## config.mk

```make
export PLATFORM = sky130hd
export DESIGN_NAME = swcmd_phaser
export DESIGN_NICKNAME = d
export VERILOG_FILES = /design/src/rtl/swcmd_pkg.sv /design/src/rtl/swcmd_debounce.sv /design/src/rtl/swcmd_rate.sv /design/src/rtl/swcmd_phase.sv /design/src/rtl/swcmd_phaser.sv
export SDC_FILE = /design/constraint.sdc
export NUM_CORES = 1
export LEC_CHECK = 0
export BUFFER_PORTS_ARGS = -buffer_cell sky130_fd_sc_hd__buf_2
export CAP_MARGIN = 20
export CORE_MARGIN = 2
export CORE_UTILIZATION = 40
export DETAILED_ROUTE_END_ITERATION = 12
export PLACE_DENSITY = 0.76
export SETUP_SLACK_MARGIN = 0.05
export SYNTH_ARGS = -nofsm -noshare
export SYNTH_HDL_FRONTEND = slang
export SYNTH_SLANG_ARGS = --single-unit
```

## constraint.sdc

```tcl
create_clock -name clk -period 2.4 [get_ports clk]
set_clock_uncertainty 0.15 [all_clocks]
set_input_delay 0.24 -clock clk [delete_from_list [all_inputs] [get_ports clk]]
set_output_delay 0.24 -clock clk [all_outputs]
set_load 0.01 [all_outputs]
```

## src/rtl/swcmd_pkg.sv

```systemverilog
package swcmd_pkg;

    typedef enum logic [1:0] {
        OP_NOP = 2'b00,
        OP_SET = 2'b01,
        OP_CLR = 2'b10,
        OP_ALL = 2'b11
    } sw_op_e;

    typedef struct packed {
        logic cs;
        logic strobe;
        logic data;
        logic clr;
    } mtx_ctl_t;

    localparam logic [1:0] PH_STROBE = 2'd1;
    localparam logic [1:0] PH_LAST   = 2'd3;

    // number of low divider bits that must be all ones for rate code k
    function automatic int tap_bits(input int code, input int step);
        return step * (7 - code) + 1;
    endfunction

endpackage

```

## src/rtl/swcmd_debounce.sv

```systemverilog
module swcmd_debounce #(
    parameter int DEB_CYC = 16
) (
    input  logic clk,
    input  logic rst,
    input  logic btn,
    output logic press_tick
);
    localparam int CW = $clog2(DEB_CYC + 1);

    logic          sync1_q, sync2_q, level_q;
    logic [CW-1:0] cnt_q;
    logic          settle;

    assign settle = (sync2_q != level_q) && (cnt_q == CW'(DEB_CYC - 1));

    always_ff @(posedge clk) begin
        if (rst) begin
            sync1_q    <= 1'b0;
            sync2_q    <= 1'b0;
            level_q    <= 1'b0;
            cnt_q      <= '0;
            press_tick <= 1'b0;
        end else begin
            sync1_q    <= btn;
            sync2_q    <= sync1_q;
            press_tick <= settle && sync2_q;
            if (sync2_q == level_q) begin
                cnt_q <= '0;
            end else if (settle) begin
                level_q <= sync2_q;
                cnt_q   <= '0;
            end else begin
                cnt_q <= cnt_q + CW'(1);
            end
        end
    end

    AST_STEP_ISOLATED: assert property (@(posedge clk) disable iff (rst)
        press_tick |=> !press_tick);

endmodule

```

## src/rtl/swcmd_rate.sv

```systemverilog
module swcmd_rate
    import swcmd_pkg::*;
#(
    parameter int STEP = 2
) (
    input  logic       clk,
    input  logic       rst,
    input  logic [2:0] rate_sel,
    input  logic       step_tick,
    output logic       tick
);
    localparam int DIV_W = 6 * STEP + 1;

    logic [DIV_W-1:0] div_q;
    logic [DIV_W-1:0] tap_mask [1:7];

    for (genvar k = 1; k <= 7; k++) begin : g_tap
        assign tap_mask[k] = DIV_W'((64'd1 << tap_bits(k, STEP)) - 64'd1);
    end

    always_ff @(posedge clk) begin
        if (rst) div_q <= '0;
        else     div_q <= div_q + DIV_W'(1);
    end

    always_comb begin
        if (rate_sel == 3'd0) tick = step_tick;
        else                  tick = (div_q & tap_mask[rate_sel]) == tap_mask[rate_sel];
    end

    AST_FAST_SPACING: assert property (@(posedge clk) disable iff (rst)
        (rate_sel == 3'd7 && $past(rate_sel) == 3'd7 && tick) |=> !tick);

endmodule

```

## src/rtl/swcmd_phase.sv

```systemverilog
module swcmd_phase
    import swcmd_pkg::*;
#(
    parameter int ROW_AW = 4,
    parameter int COL_AW = 4
) (
    input  logic              clk,
    input  logic              rst,
    input  logic              tick,
    input  sw_op_e            op_in,
    input  logic [ROW_AW-1:0] row_in,
    input  logic [COL_AW-1:0] col_in,
    input  logic              ext_in,
    output logic [1:0]        phase,
    output sw_op_e            op_q,
    output logic [ROW_AW-1:0] row_q,
    output logic [COL_AW-1:0] col_q,
    output logic              ext_q
);
    logic wrap;
    assign wrap = tick && (phase == PH_LAST);

    always_ff @(posedge clk) begin
        if (rst) begin
            phase <= 2'd0;
            op_q  <= OP_NOP;
            row_q <= '0;
            col_q <= '0;
            ext_q <= 1'b0;
        end else begin
            if (tick) phase <= phase + 2'd1;
            if (wrap) begin
                op_q  <= op_in;
                row_q <= row_in;
                col_q <= col_in;
                ext_q <= ext_in;
            end
        end
    end

    AST_PHASE_STEP: assert property (@(posedge clk) disable iff (rst)
        !$stable(phase) |-> phase == 2'($past(phase) + 2'd1));
    AST_CMD_HOLD: assert property (@(posedge clk) disable iff (rst)
        (phase != 2'd0) |-> ($stable(row_q) && $stable(col_q) && $stable(op_q)));
    AST_SEL_HOLD: assert property (@(posedge clk) disable iff (rst)
        (phase != 2'd0) |-> $stable(ext_q));

endmodule

```

## src/rtl/swcmd_phaser.sv

```systemverilog
module swcmd_phaser
    import swcmd_pkg::*;
#(
    parameter int ROWS    = 16,
    parameter int COLS    = 16,
    parameter int STEP    = 2,
    parameter int DEB_CYC = 16,
    localparam int ROW_AW = $clog2(ROWS),
    localparam int COL_AW = $clog2(COLS)
) (
    input  logic              clk,
    input  logic              rst,
    input  logic [2:0]        rate_sel,
    input  logic              step_btn,
    input  logic [1:0]        op_code,
    input  logic [ROW_AW-1:0] row_addr,
    input  logic [COL_AW-1:0] col_addr,
    input  logic              use_ext,
    input  logic [COLS-1:0]   int_cols,
    input  logic [COLS-1:0]   ext_cols,
    output logic [1:0]        phase,
    output logic [ROW_AW-1:0] mtx_row,
    output logic [COL_AW-1:0] mtx_col,
    output logic              int_cs,
    output logic              int_strobe,
    output logic              int_data,
    output logic              int_clr,
    output logic              ext_cs,
    output logic              ext_strobe,
    output logic              ext_data,
    output logic              ext_clr,
    output logic [COLS-1:0]   col_out
);
    logic     step_tick, tick, ext_q;
    sw_op_e   op_q;
    mtx_ctl_t ctl;

    swcmd_debounce #(.DEB_CYC(DEB_CYC)) u_deb (
        .clk(clk), .rst(rst), .btn(step_btn), .press_tick(step_tick)
    );

    swcmd_rate #(.STEP(STEP)) u_rate (
        .clk(clk), .rst(rst), .rate_sel(rate_sel), .step_tick(step_tick), .tick(tick)
    );

    swcmd_phase #(.ROW_AW(ROW_AW), .COL_AW(COL_AW)) u_phase (
        .clk(clk), .rst(rst), .tick(tick), .op_in(sw_op_e'(op_code)),
        .row_in(row_addr), .col_in(col_addr), .ext_in(use_ext),
        .phase(phase), .op_q(op_q), .row_q(mtx_row), .col_q(mtx_col), .ext_q(ext_q)
    );

    always_comb begin
        ctl      = '0;
        ctl.data = (op_q == OP_SET);
        if (phase == PH_STROBE) begin
            unique case (op_q)
                OP_SET, OP_CLR: begin ctl.cs = 1'b1; ctl.strobe = 1'b1; end
                OP_ALL:         ctl.clr = 1'b1;
                default:        ;
            endcase
        end
    end

    assign {int_cs, int_strobe, int_data, int_clr} = ctl;
    assign {ext_cs, ext_strobe, ext_data, ext_clr} = ctl;
    assign col_out = ext_q ? ext_cols : int_cols;

    AST_CTL_PHASE1: assert property (@(posedge clk) disable iff (rst)
        (int_cs || int_strobe || int_clr || ext_cs || ext_strobe || ext_clr) |-> phase == 2'd1);
    AST_CS_NOT_CLR: assert property (@(posedge clk) disable iff (rst)
        !(int_cs && int_clr));
    AST_CS_WITH_STROBE: assert property (@(posedge clk) disable iff (rst)
        int_cs == int_strobe);

endmodule

```

# Yosys cells after proc, flatten, opt, wreduce, memory -nomap -nowiden
# Memories as Yosys holds them, arrays and structs flattened.
# Cells that the tools add are included.
[totals]
register_bits = 35
romBits = 104
input_bits = 49
output_inout_bits = 34
wordCells = 43
memories = 1
[mem_list]
columns = ["name", "depth", "width", "read_ports", "rd_ports_with_merged_regs", "wr", "line_no", "rtl"]
rows = [
  ["(name not given)", 8, 13, 1, 0, 0, "swcmd_rate.sv:28", "else tick = (div_q & tap_mask[rate_sel]) == tap_mask[rate_sel];"],
]
[op_classes]
n_addsub = 3
n_lt_le_gt_ge = 1
eq_ne = 9
n_mux = 8
bitwise = 3
n_reduce_logical = 7
[ops]
columns = ["operator", "n"]
rows = [
  ["13-bit two-way mux", 2],
  ["16-bit two-way mux", 1],
  ["13-bit by 1-bit adder with 13-bit output (second input constant)", 1],
  ["13-bit bitwise AND", 1],
  ["13-bit == test", 1],
  ["2-bit == test (second input constant)", 3],
  ["5-bit by 1-bit adder with 5-bit output (second input constant)", 1],
  ["5-bit by 4-bit == test with 1-bit output (second input constant)", 1],
  ["2-bit by 1-bit == test with 1-bit output (second input constant)", 2],
  ["4-bit greater-or-equal comparator (second input constant)", 1],
  ["2-bit two-way mux", 2],
  ["3-bit inverter with 4-bit output", 1],
  ["1-bit logical AND", 3],
  ["3-bit zero test", 1],
  ["1-bit two-way mux", 3],
  ["3-bit OR reduction", 1],
  ["2-bit by 1-bit adder with 2-bit output (second input constant)", 1],
  ["2-bit AND reduction", 1],
  ["2-bit OR reduction", 1],
  ["1-bit == test", 1],
  ["1-bit inequality test", 1],
  ["1-bit inverter", 1],
]

# Logic depth before layout (Yosys ltp)
# Gate-level depths: netlist of the first run.
[logic_depth]
word_depth = 8
mapped_depth = 5
ltp_nobuf = 5

# Cells and area by module
# Synthesis of the first run repeated with hierarchy kept, for this count alone.
[unflattened]
cells_unflattened = 183
area_unflattened_um2 = 1839.3
[modules_own_cells]
columns = ["module", "instances", "cells_per_inst", "area_per_inst_um2", "seq_area_each_um2"]
rows = [
  ["swcmd_rate", 1, 70, 626.9, 260.2],
  ["swcmd_phase", 1, 56, 561.8, 260.2],
  ["swcmd_phaser", 1, 28, 331.6, 0.0],
  ["swcmd_debounce", 1, 29, 319.1, 180.2],
]

# Worst setup path before layout of the first run
# OpenSTA, ideal clock, no wires.
[synth_path]
path_kind = "reg-to-output"
from = "register u_phase.ext_q"
to = "output col_out[10]"
arrival_ns = 1.313
required_time_ns = 2.010
setup_slack_ns = 0.697
stages_incl_launch_ff = 4
n_path_buf = 2
path_cell_list = "dfxtp_1 > clkbuf_1 > buf_1 > mux2_2"
[synth_via]
elab_chain_len = 1
[synth_lines]
columns = ["item", "line_no", "rtl"]
rows = [
  ["from (decl)", "swcmd_phase.sv:18", "output logic ext_q"],
  ["from (signal assigned)", "swcmd_phase.sv:36", "ext_q <= ext_in;"],
  ["16-bit two-way mux", "swcmd_phaser.sv:66", "assign col_out = ext_q ? ext_cols : int_cols;"],
  ["to (decl)", "swcmd_phaser.sv:32", "output logic [COLS-1:0] col_out"],
]
# Every way passes these cells.

# Worst setup path after layout of the first run
[layout_path]
from = "register u_phase.ext_q"
to = "output col_out[6]"
# Same word-level chain as after synthesis.

==> impl_metrics.tcl, run 1 <==
set metrics [dict create \
    run_status "completed" \
    grt_pass1_wl_um 6070 \
    clkLatencyLatePin_ns 0.28 \
    h-tree-depth 2 \
    ctsHoldBuffers 0 \
    setup_viol 0 \
    grt_pass1_vias 1421 \
    wl_per_cell_um 12.1 \
    rows 24 \
    hpwl_um 2940 \
    die_height_um 71.2 \
    slowest_stage "dfxtp_1" \
    io_pins 83 \
    ctsRootBufferMaster "clkbuf_8" \
    synth_top_cells_by_area "dfxtp_1 39%, mux2_2 11%, nand2b_1 7.6%" \
    post-route-min-period_ns 1.99 \
    nets 323 \
    postCtsSetupBuffers 0 \
    coreArea_um2 4350 \
    crit_arrival_ns 1.60 \
    start_util 0.415 \
    synth_nets 245 \
    synthArstFlopShare 0 \
    grt_max_degree 45 \
    max_slew_margin 0.550 \
    critical_path_class "flop to output pin" \
    drt_iter0_drc 83 \
    clk_pin_slew_ns 0.07 \
    layout.cells.non_filler 320 \
    drive_gt1_frac 0.425 \
    critPathMaxStageDelay_ns 0.76 \
    worst-path-max-fanout 17 \
    cts_buffer_depth 2 \
    cp_cell_sequence "mux2_2 > buf_2" \
    post-route-util 0.534 \
    synth.largest_area_cell "dfxtp_1" \
    syn_avg_cell_area_um2 9.56 \
    place_congestion 0.829 \
    wl_um 3860 \
    num_antenna_cells 0 \
    max_freq_ghz 0.503 \
    yosysTopAreaCellShare 0.388 \
    ys_seq_elements 35 \
    cts_tree "yes" \
    synth_cell_types 35 \
    end_kind "output pin" \
    fin_tns_setup_ns 0 \
    placed_area_um2 2220 \
    numClockSinks 35 \
    ant_nets 0 \
    drv_slew 0 \
    track_usage 0.150 \
    cp.required_ns 2.01 \
    leakage_uw 0.000996 \
    fill_cells 409 \
    vias 1553 \
    r2r_slack_ns 0.62 \
    area_growth_pct 28.7 \
    die_area_um2 5070 \
    synth_flop_cell "dfxtp_1" \
    power_uw 1170 \
    numCtsBuffers 5 \
    power_density_nw_per_um2 502 \
    drc_errors 0 \
    worst_pin_slew_ns 0.675 \
    via_per_inst 4.85 \
    syn_area_um2 1810 \
    hold_viol 0 \
    cts.repair.resized 0 \
    synth-edff-count 0 \
    synth_cells 189 \
    yosys_warnings 0 \
    fin_crit_sh 0.828 \
    die_w_um 71.2 \
    final_area_um2 2330 \
    grt-ovfl-total 0 \
    hold_path_class "input pin to flop" \
    seq_area_frac_synth 0.388 \
    port_buffers 82 \
    placed_cells 312 \
    start_kind "flop" \
    firstDrtPassIters 4 \
    antenna_found_initial 0 \
    rsz0062_at_grt "false" \
    drv_cap 0 \
    vdd_drop_max_mv 0.185 \
]
## cells by family after synthesis
group	count (synthesis)	synth area share
AO/OA/AOI/OAI	17	0.0575
XOR/XNOR	10	0.0485
adder cells (fa/ha/maj)	7	0.0485
buffers and inverters	18	0.0499
flip-flops	35	0.388
multiplexers	30	0.179
AND/OR/NAND/NOR	72	0.229
## cell usage after synthesis (2+ instances only)
cell       n
nand2b_1  22
xnor2_1    8
nor2b_1    5
nor4_1     2
xor2_1     2
mux2i_1   12
nor2_1    18
inv_1      6
nor3_1     2
mux2_2    18
o21ai_0    5
a21oi_1    5
or3_2      2
or3_1      3
nand3_1    3
buf_4      6
ha_1       7
dfxtp_1   35
and2_1     2
nand2_1    5
a31oi_1    3
clkbuf_1   5
## area by class of cell
cell class / instances / area [um2] / share of cell area
Timing Repair Buffer: 83 / 418 / 0.180
Tap cell: 52 / 65.1 / 0.0280
Clock inverter: 1 / 7.51 / 0.00323
Sequential cell: 35 / 701 / 0.301
Multi-Input combinational cell: 136 / 1020 / 0.437
Inverter: 6 / 22.5 / 0.00968
Clock buffer: 7 / 96.3 / 0.0414
## per-stage QoR
stage          worst slack [ns]  hold slack [ns]
3_3_place_gp              0.679            0.273
4_1_cts                   0.411           0.0261
2_1_floorplan             0.697            0.218
6_report                  0.412           0.0258
3_5_place_dp              0.645            0.276
5_1_grt                   0.333           0.0164
## power by group
part,switching (uW),internal (uW),leakage (uW)
clock,202,261,0.0000505
sequential,6.32,587,0.000283
combinational,48.4,62.9,0.000663
total,256,911,0.000996
## layer usage
layer / global-route usage / routed length [um] / vias up / part of all wire
li1: - / - / 803 / -
met1: 0.183 / 1740 / 706 / 0.45
met2: 0.239 / 1860 / 38 / 0.48
met3: 0.0442 / 170 / 6 / 0.044
met4: 0.0818 / 87 / 0 / 0.023
met5: 0 / 0 / - / 0
## path summary, 6_finish.rpt
check                                endpoint  cells past startpoint                       start
setup / recovery                   col_out[6]                      2  u_phase.ext_q$_SDFFE_PP0P_
hold / removal       u_deb.sync1_q$_SDFF_PP0_                      2                    step_btn
setup reg to reg  u_rate.div_q[11]$_SDFF_PP0_                      4  u_rate.div_q[2]$_SDFF_PP0_
hold reg to reg      u_deb.sync2_q$_SDFF_PP0_                      1    u_deb.sync1_q$_SDFF_PP0_
## registers in the layout, indices dropped and copies added, names as in the netlist
signal and count:
u_deb.level_q 1, u_phase.ext_q 1, u_phase.col_q 4, u_phase.row_q 4, u_deb.press_tick 1, u_deb.sync2_q 1
u_deb.sync1_q 1, u_phase.op_q 2, u_phase.phase 2, u_deb.cnt_q 5, u_rate.div_q 13
## critical path: cells and delay by family, from the launching register on
kind	cells	cell delay (ns)
buffers and inverters	1	0.14
flip-flops	1	0.76
multiplexers	1	0.42
## cells in the final DEF (no fill, tap or decap), types with 3 or more instances in the layout
cell type and instances:
dfxtp_1 35, xnor2_1 8, or3_1 3, nor2b_1 5
inv_1 6, clkbuf_8 7, nand2b_1 22, nand3_1 3
a21oi_1 5, mux2i_1 12, nand2_1 5, buf_2 82
a31oi_1 3, nor2_1 18, ha_1 7, mux2_2 18
o21ai_0 5
No activity file was read; power rests on OpenSTA's default activity.
==> run 2, diff against run 1 <==
--- a/config.mk
+++ b/config.mk
@@ -10,7 +10,7 @@
 export CORE_MARGIN = 2
 export CORE_UTILIZATION = 40
 export DETAILED_ROUTE_END_ITERATION = 12
-export PLACE_DENSITY = 0.76
+export PLACE_DENSITY = 0.79
 export SETUP_SLACK_MARGIN = 0.05
 export SYNTH_ARGS = -nofsm -noshare
 export SYNTH_HDL_FRONTEND = slang
==> constraint.sdc (replaced) <==
create_clock -name clk -period 1.75 [get_ports clk]
set_clock_uncertainty 0.15 [all_clocks]
set_input_delay 0.175 -clock clk [delete_from_list [all_inputs] [get_ports clk]]
set_output_delay 0.175 -clock clk [all_outputs]
set_load 0.01 [all_outputs]
==> run 2 against run 1 <==
  * Power grew 34%
  * Routed wire length is 7.4% higher
  * First-iteration DRC count shrank 1.2%
  * Final area rose by 6.7%
  * Core utilization is 3.6 points higher
  * Register-to-register slack got worse by 0.49 ns
  * Clock power increased by 23%
  * Final cell count up 3.4%
  * Worst hold slack got worse by 0.016 ns
  * Critical path depth rose by 1
==> impl_metrics.tcl, run 2 (same netlist as run 1, synthesis figures left out) <==
set metrics [dict create \
    firstDrtPassIters 4 \
    vdd_drop_max_mv 0.273 \
    rsz0062_at_grt "true" \
    drv_slew 0 \
    clk_pin_slew_ns 0.07 \
    crit_arrival_ns 1.31 \
    cts_buffer_depth 2 \
    fin_crit_sh 0.932 \
    timing.hold.ws_ns 0.00972 \
    cts_tree "yes" \
    area_growth_pct 37.4 \
    h-tree-depth 2 \
    largest_reg_flops 13 \
    end_kind "output pin" \
    placed_area_um2 2250 \
    r2r_slack_ns 0.13 \
    num_antenna_cells 0 \
    final_cell_mix "82 x buf_2, 28 x dfxtp_1, 22 x nand2b_1" \
    power_uw 1560 \
    run_status "completed" \
    grt_util_met3 0.0556 \
    nets 335 \
    rows 24 \
    start_util 0.415 \
    grt_max_degree 45 \
    worst_pin_slew_ns 0.658 \
    clkLatencyLatePin_ns 0.28 \
    top_usage_layer "met2" \
    antenna_found_initial 0 \
    via_per_inst 4.74 \
    vias 1569 \
    power_density_nw_per_um2 628 \
    grtUsageMet2 0.261 \
    drt_iter0_drc 82 \
    wl_per_cell_um 12.5 \
    place_congestion 0.800 \
    max_freq_ghz 0.613 \
    wl_um 4140 \
    slowest_stage "mux2_2" \
    ctsRootBufferMaster "clkbuf_8" \
    hold_path_class "input pin to flop" \
    drv_cap 0 \
    numCtsBuffers 5 \
    worst-path-max-fanout 17 \
    hold_viol 0 \
    cp_cell_sequence "buf_6 > mux2_2 > buf_2" \
    grt-ovfl-total 0 \
    die_w_um 71.2 \
    die_height_um 71.2 \
    top_regs "u_rate.div_q: 13 flops, u_deb.cnt_q: 5 flops" \
    cp-startpoint "u_phase.ext_q$_SDFFE_PP0P_" \
    drc_errors 0 \
    worstHoldStart "col_addr[0]" \
    regMostFlops "u_rate.div_q" \
    start_kind "flop" \
    grt_pass1_wl_um 6410 \
    fin_tns_setup_ns 0 \
    fill_cells 374 \
    whs_path_depth 3 \
    max_slew_margin 0.561 \
    worstRegToRegCells 4 \
    numClockSinks 35 \
    hpwl_um 2970 \
    critical_path_class "flop to output pin" \
    critPathMaxStageDelay_ns 0.37 \
    leakage_uw 0.00105 \
    post-route-min-period_ns 1.63 \
    port_buffers 82 \
    setup_viol 0 \
    track_usage 0.162 \
    regArea_um2 714 \
    multi_input_area_um2 1040 \
    layout_commonest_cell "buf_2" \
    final_area_um2 2480 \
    cp.required_ns 1.42 \
    coreArea_um2 4350 \
    min_to "u_phase.col_q[0]$_SDFFE_PP0P_" \
    setup_slack_ns 0.118 \
    drive_gt1_frac 0.459 \
    dp_slack_ns 0.0466 \
    rr_endpoint "u_rate.div_q[11]$_SDFF_PP0_" \
    r2r-start "u_rate.div_q[6]$_SDFF_PP0_" \
    ant_nets 0 \
    use_met1 0.194 \
    grt_pass1_vias 1453 \
    die_area_um2 5070 \
    io_pins 83 \
]
-- run 2: changes by cell type in the layout (fill, tap and decap cells not counted), moves of 2 or more --
cell	delta
dlygate4sd3_1	+10
dfxtp_1	-7
dfxtp_2	+5
dfxtp_4	+2
nor4_1	-2
nor4_2	+2
-- run 2: worst max-delay path by stage --
stage                                   to  slack (ns)  depth (start not counted)
2_1_floorplan  u_rate.div_q[11]$_SDFF_PP0_        0.08                          4
3_3_place_gp   u_rate.div_q[11]$_SDFF_PP0_         0.1                          4
3_5_place_dp   u_rate.div_q[11]$_SDFF_PP0_        0.05                          4
4_1_cts        u_rate.div_q[11]$_SDFF_PP0_        0.06                          4
5_1_grt          u_deb.cnt_q[1]$_SDFF_PP0_        0.04                          5
6_report                        col_out[3]        0.12                          3
-- run 2: routing by layer --
| layer | up-vias | share of wire |
|---|---|---|
| li1 | 823 | - |
| met1 | 712 | 0.44 |
| met2 | 30 | 0.50 |
| met3 | 4 | 0.044 |
| met4 | 0 | 0.012 |
| met5 | - | 0 |
-- run 2: stage by stage --
step | instances | utilization
global route | 331 | 0.570
CTS | 330 | 0.558
finish | 331 | 0.570
detailed placement | 314 | 0.517
floorplan | 189 | -
global placement | 314 | 0.517
-- run 2: worst max-delay path: cells and delay by family (launching register included) --
| family | cells | cell delay (ns) |
|---|---|---|
| buf+inv | 2 | 0.33 |
| flops | 1 | 0.32 |
| mux | 1 | 0.37 |
-- run 2: final cells by class --
class                           instances  area share
Inverter                                6     0.00907
Multi-Input combinational cell        136       0.420
Tap cell                               52      0.0262
Timing Repair Buffer                   95       0.221
Clock buffer                            6      0.0333
Clock inverter                          1     0.00202
Sequential cell                        35       0.288
-- run 2: report_power, final --
group / total, uW / switching [uW] / internal, uW
Clock: 571 / 263 / 308
Sequential: 812 / 8.72 / 803
Combinational: 176 / 73.6 / 102
Total: 1560 / 345 / 1210
-- run 2: repair_timing --
action | CTS | global route
setup buffers | 0 | 0
pin swaps | 0 | 3
resized for setup | 3 | 14
hold endpoints to repair | 9 | 1
endpoints found under the setup margin | 2 | 40
hold buffers | 9 | 1
==> run 3, diff against run 2 <==
--- a/config.mk
+++ b/config.mk
@@ -7,10 +7,11 @@
 export LEC_CHECK = 0
 export BUFFER_PORTS_ARGS = -buffer_cell sky130_fd_sc_hd__buf_2
 export CAP_MARGIN = 20
+export CORE_ASPECT_RATIO = 0.5
 export CORE_MARGIN = 2
 export CORE_UTILIZATION = 40
 export DETAILED_ROUTE_END_ITERATION = 12
-export PLACE_DENSITY = 0.79
+export PLACE_DENSITY = 0.76
 export SETUP_SLACK_MARGIN = 0.05
 export SYNTH_ARGS = -nofsm -noshare
 export SYNTH_HDL_FRONTEND = slang
==> constraint.sdc (replaced) <==
create_clock -name clk -period 1.58 [get_ports clk]
set_clock_uncertainty 0.15 [all_clocks]
set_input_delay 0.158 -clock clk [delete_from_list [all_inputs] [get_ports clk]]
set_output_delay 0.158 -clock clk [all_outputs]
set_load 0.01 [all_outputs]
==> run 3 against run 2 <==
  * The run now ends with setup timing left
  * Sequential share of layout area is 4.4 points lower
  * Critical path type is now flop to flop
  * Routed wire length is 59% higher
  * Core utilization is 12 points higher
  * Critical endpoint is now u_rate.div_q[11]$_SDFF_PP0_
  * Final cell count is 7.6% higher
  * Non-clock buffer count is 19 higher
  * Count of clock-buffer cells in the layout is 1 higher
  * Critical path depth is 1 higher
==> impl_metrics.tcl, run 3 (same netlist as run 1, synthesis figures left out) <==
set metrics [dict create \
    start_kind "flop" \
    setup_slack_ns -0.0831 \
    grt_pass1_vias 1799 \
    die_w_um 99.0 \
    regMostFlops "u_rate.div_q" \
    drive_gt1_frac 0.575 \
    layout_commonest_cell "buf_2" \
    grt_pass1_wl_um 8360 \
    port_buffers 82 \
    worst_pin_slew_ns 0.441 \
    ant_nets 0 \
    hold_path_class "input pin to flop" \
    wl_um 6590 \
    worst-path-max-fanout 4 \
    rsz0062_at_grt "true" \
    firstDrtPassIters 4 \
    track_usage 0.207 \
    h-tree-depth 2 \
    max_slew_margin 0.706 \
    ctsRootBufferMaster "clkbuf_8" \
    numCtsBuffers 5 \
    slowest_stage "or4_4" \
    leakage_uw 0.00128 \
    coreArea_um2 4360 \
    fin_crit_sh 1.05 \
    crit_arrival_ns 1.75 \
    clk_pin_slew_ns 0.08 \
    fin_tns_setup_ns -0.522 \
    cp.required_ns 1.67 \
    cp_cell_sequence "nand2_2 > or4_4 > or3_1 > a21oi_1" \
    die_height_um 51.5 \
    die_area_um2 5100 \
    drv_slew 0 \
    antenna_found_initial 0 \
    cts_buffer_depth 2 \
    drt_iter0_drc 149 \
    max_freq_ghz 0.601 \
    vias 1872 \
    hold_viol 0 \
    placed_area_um2 2360 \
    io_pins 83 \
    cts_tree "yes" \
    area_growth_pct 66.9 \
    numClockSinks 35 \
    final_cell_mix "60 x buf_2, 23 x buf_6, 22 x nand2b_1" \
    vdd_drop_max_mv 0.553 \
    clkLatencyLatePin_ns 0.30 \
    rows 17 \
    power_density_nw_per_um2 636 \
    run_status "finished with violations" \
    critPathMaxStageDelay_ns 0.53 \
    grt-ovfl-total 0 \
    top_regs "u_rate.div_q: 13 flops, u_deb.cnt_q: 5 flops" \
    post-route-min-period_ns 1.66 \
    grt_max_degree 33 \
    hpwl_um 3250 \
    end_kind "flop" \
    drc_errors 0 \
    nets 354 \
    dp_slack_ns -0.0336 \
    largest_reg_flops 13 \
    num_antenna_cells 0 \
    wl_per_cell_um 18.5 \
    drv_cap 0 \
    place_congestion 0.820 \
    setup_viol 29 \
    power_uw 1920 \
    start_util 0.414 \
    final_area_um2 3020 \
    violations "setup timing" \
    via_per_inst 5.26 \
    critical_path_class "flop to flop" \
]
## run 3: changes by cell type in the layout (fill, tap and decap cells not counted), moves of 4 or more
cell	change
buf_2	-22
dfxtp_1	-7
mux2_4	+16
mux2_2	-16
dfxtp_4	+5
buf_4	+15
ha_4	+4
buf_6	+22
ha_1	-4
## run 3: area by class of cell
cell class / instances / area (um2)
Timing Repair Buffer: 114 / 865
Multi-Input combinational cell: 136 / 1220
Inverter: 6 / 22.5
Clock buffer: 7 / 96.3
Sequential cell: 35 / 736
Clock inverter: 1 / 7.51
Fill cell: 290 / 1350
Tap cell: 57 / 71.3
## run 3: metal layers
layer / up-vias / global-route usage / wire length (um)
li1: 864 / - / -
met1: 922 / 0.228 / 2630
met2: 61 / 0.381 / 3430
met3: 25 / 0.0430 / 258
met4: 0 / 0.121 / 263
met5: - / 0 / 0
## run 3: worst paths after layout
path | start | to | slack [ns] | cells after the start
hold reg to reg | u_deb.sync1_q$_SDFF_PP0_ | u_deb.sync2_q$_SDFF_PP0_ | 0.31 | 1
setup reg to reg | u_rate.div_q[6]$_SDFF_PP0_ | u_rate.div_q[11]$_SDFF_PP0_ | -0.08 | 4
hold / removal | col_addr[3] | u_phase.col_q[3]$_SDFFE_PP0P_ | 0.02 | 3
setup / recovery | u_rate.div_q[6]$_SDFF_PP0_ | u_rate.div_q[11]$_SDFF_PP0_ | -0.08 | 4
## run 3: repair_timing
item | CTS | global route
resized for setup | 45 | 41
pin swaps | 6 | 5
endpoints found under the setup margin | 43 | 45
hold endpoints to repair | 11 | 0
hold buffers | 11 | 0
setup buffers | 4 | 1
gates cloned | 1 | 1
## run 3: where the power goes
group	total (uW)	internal (uW)	switching (uW)
Sequential	894	883	11.9
Clock	759	397	362
Combinational	265	159	107
Total	1920	1440	481
## run 3: per-stage QoR
stage                     utilization  hold WS (ns)  cells
final                           0.692        0.0238    356
after global routing            0.692        0.0300    356
after CTS                       0.643        0.0140    354
after detailed placement        0.541         0.235    330
after global placement          0.541         0.238    330
after floorplan                     -         0.136    189
## run 3: worst max-delay path, delay by kind of cell, from the launching register on
kind,cells,cell delay [ns]
flip-flops,1,0.39
AO/OA/AOI/OAI,1,0.14
AND/OR/NAND/NOR,3,0.92
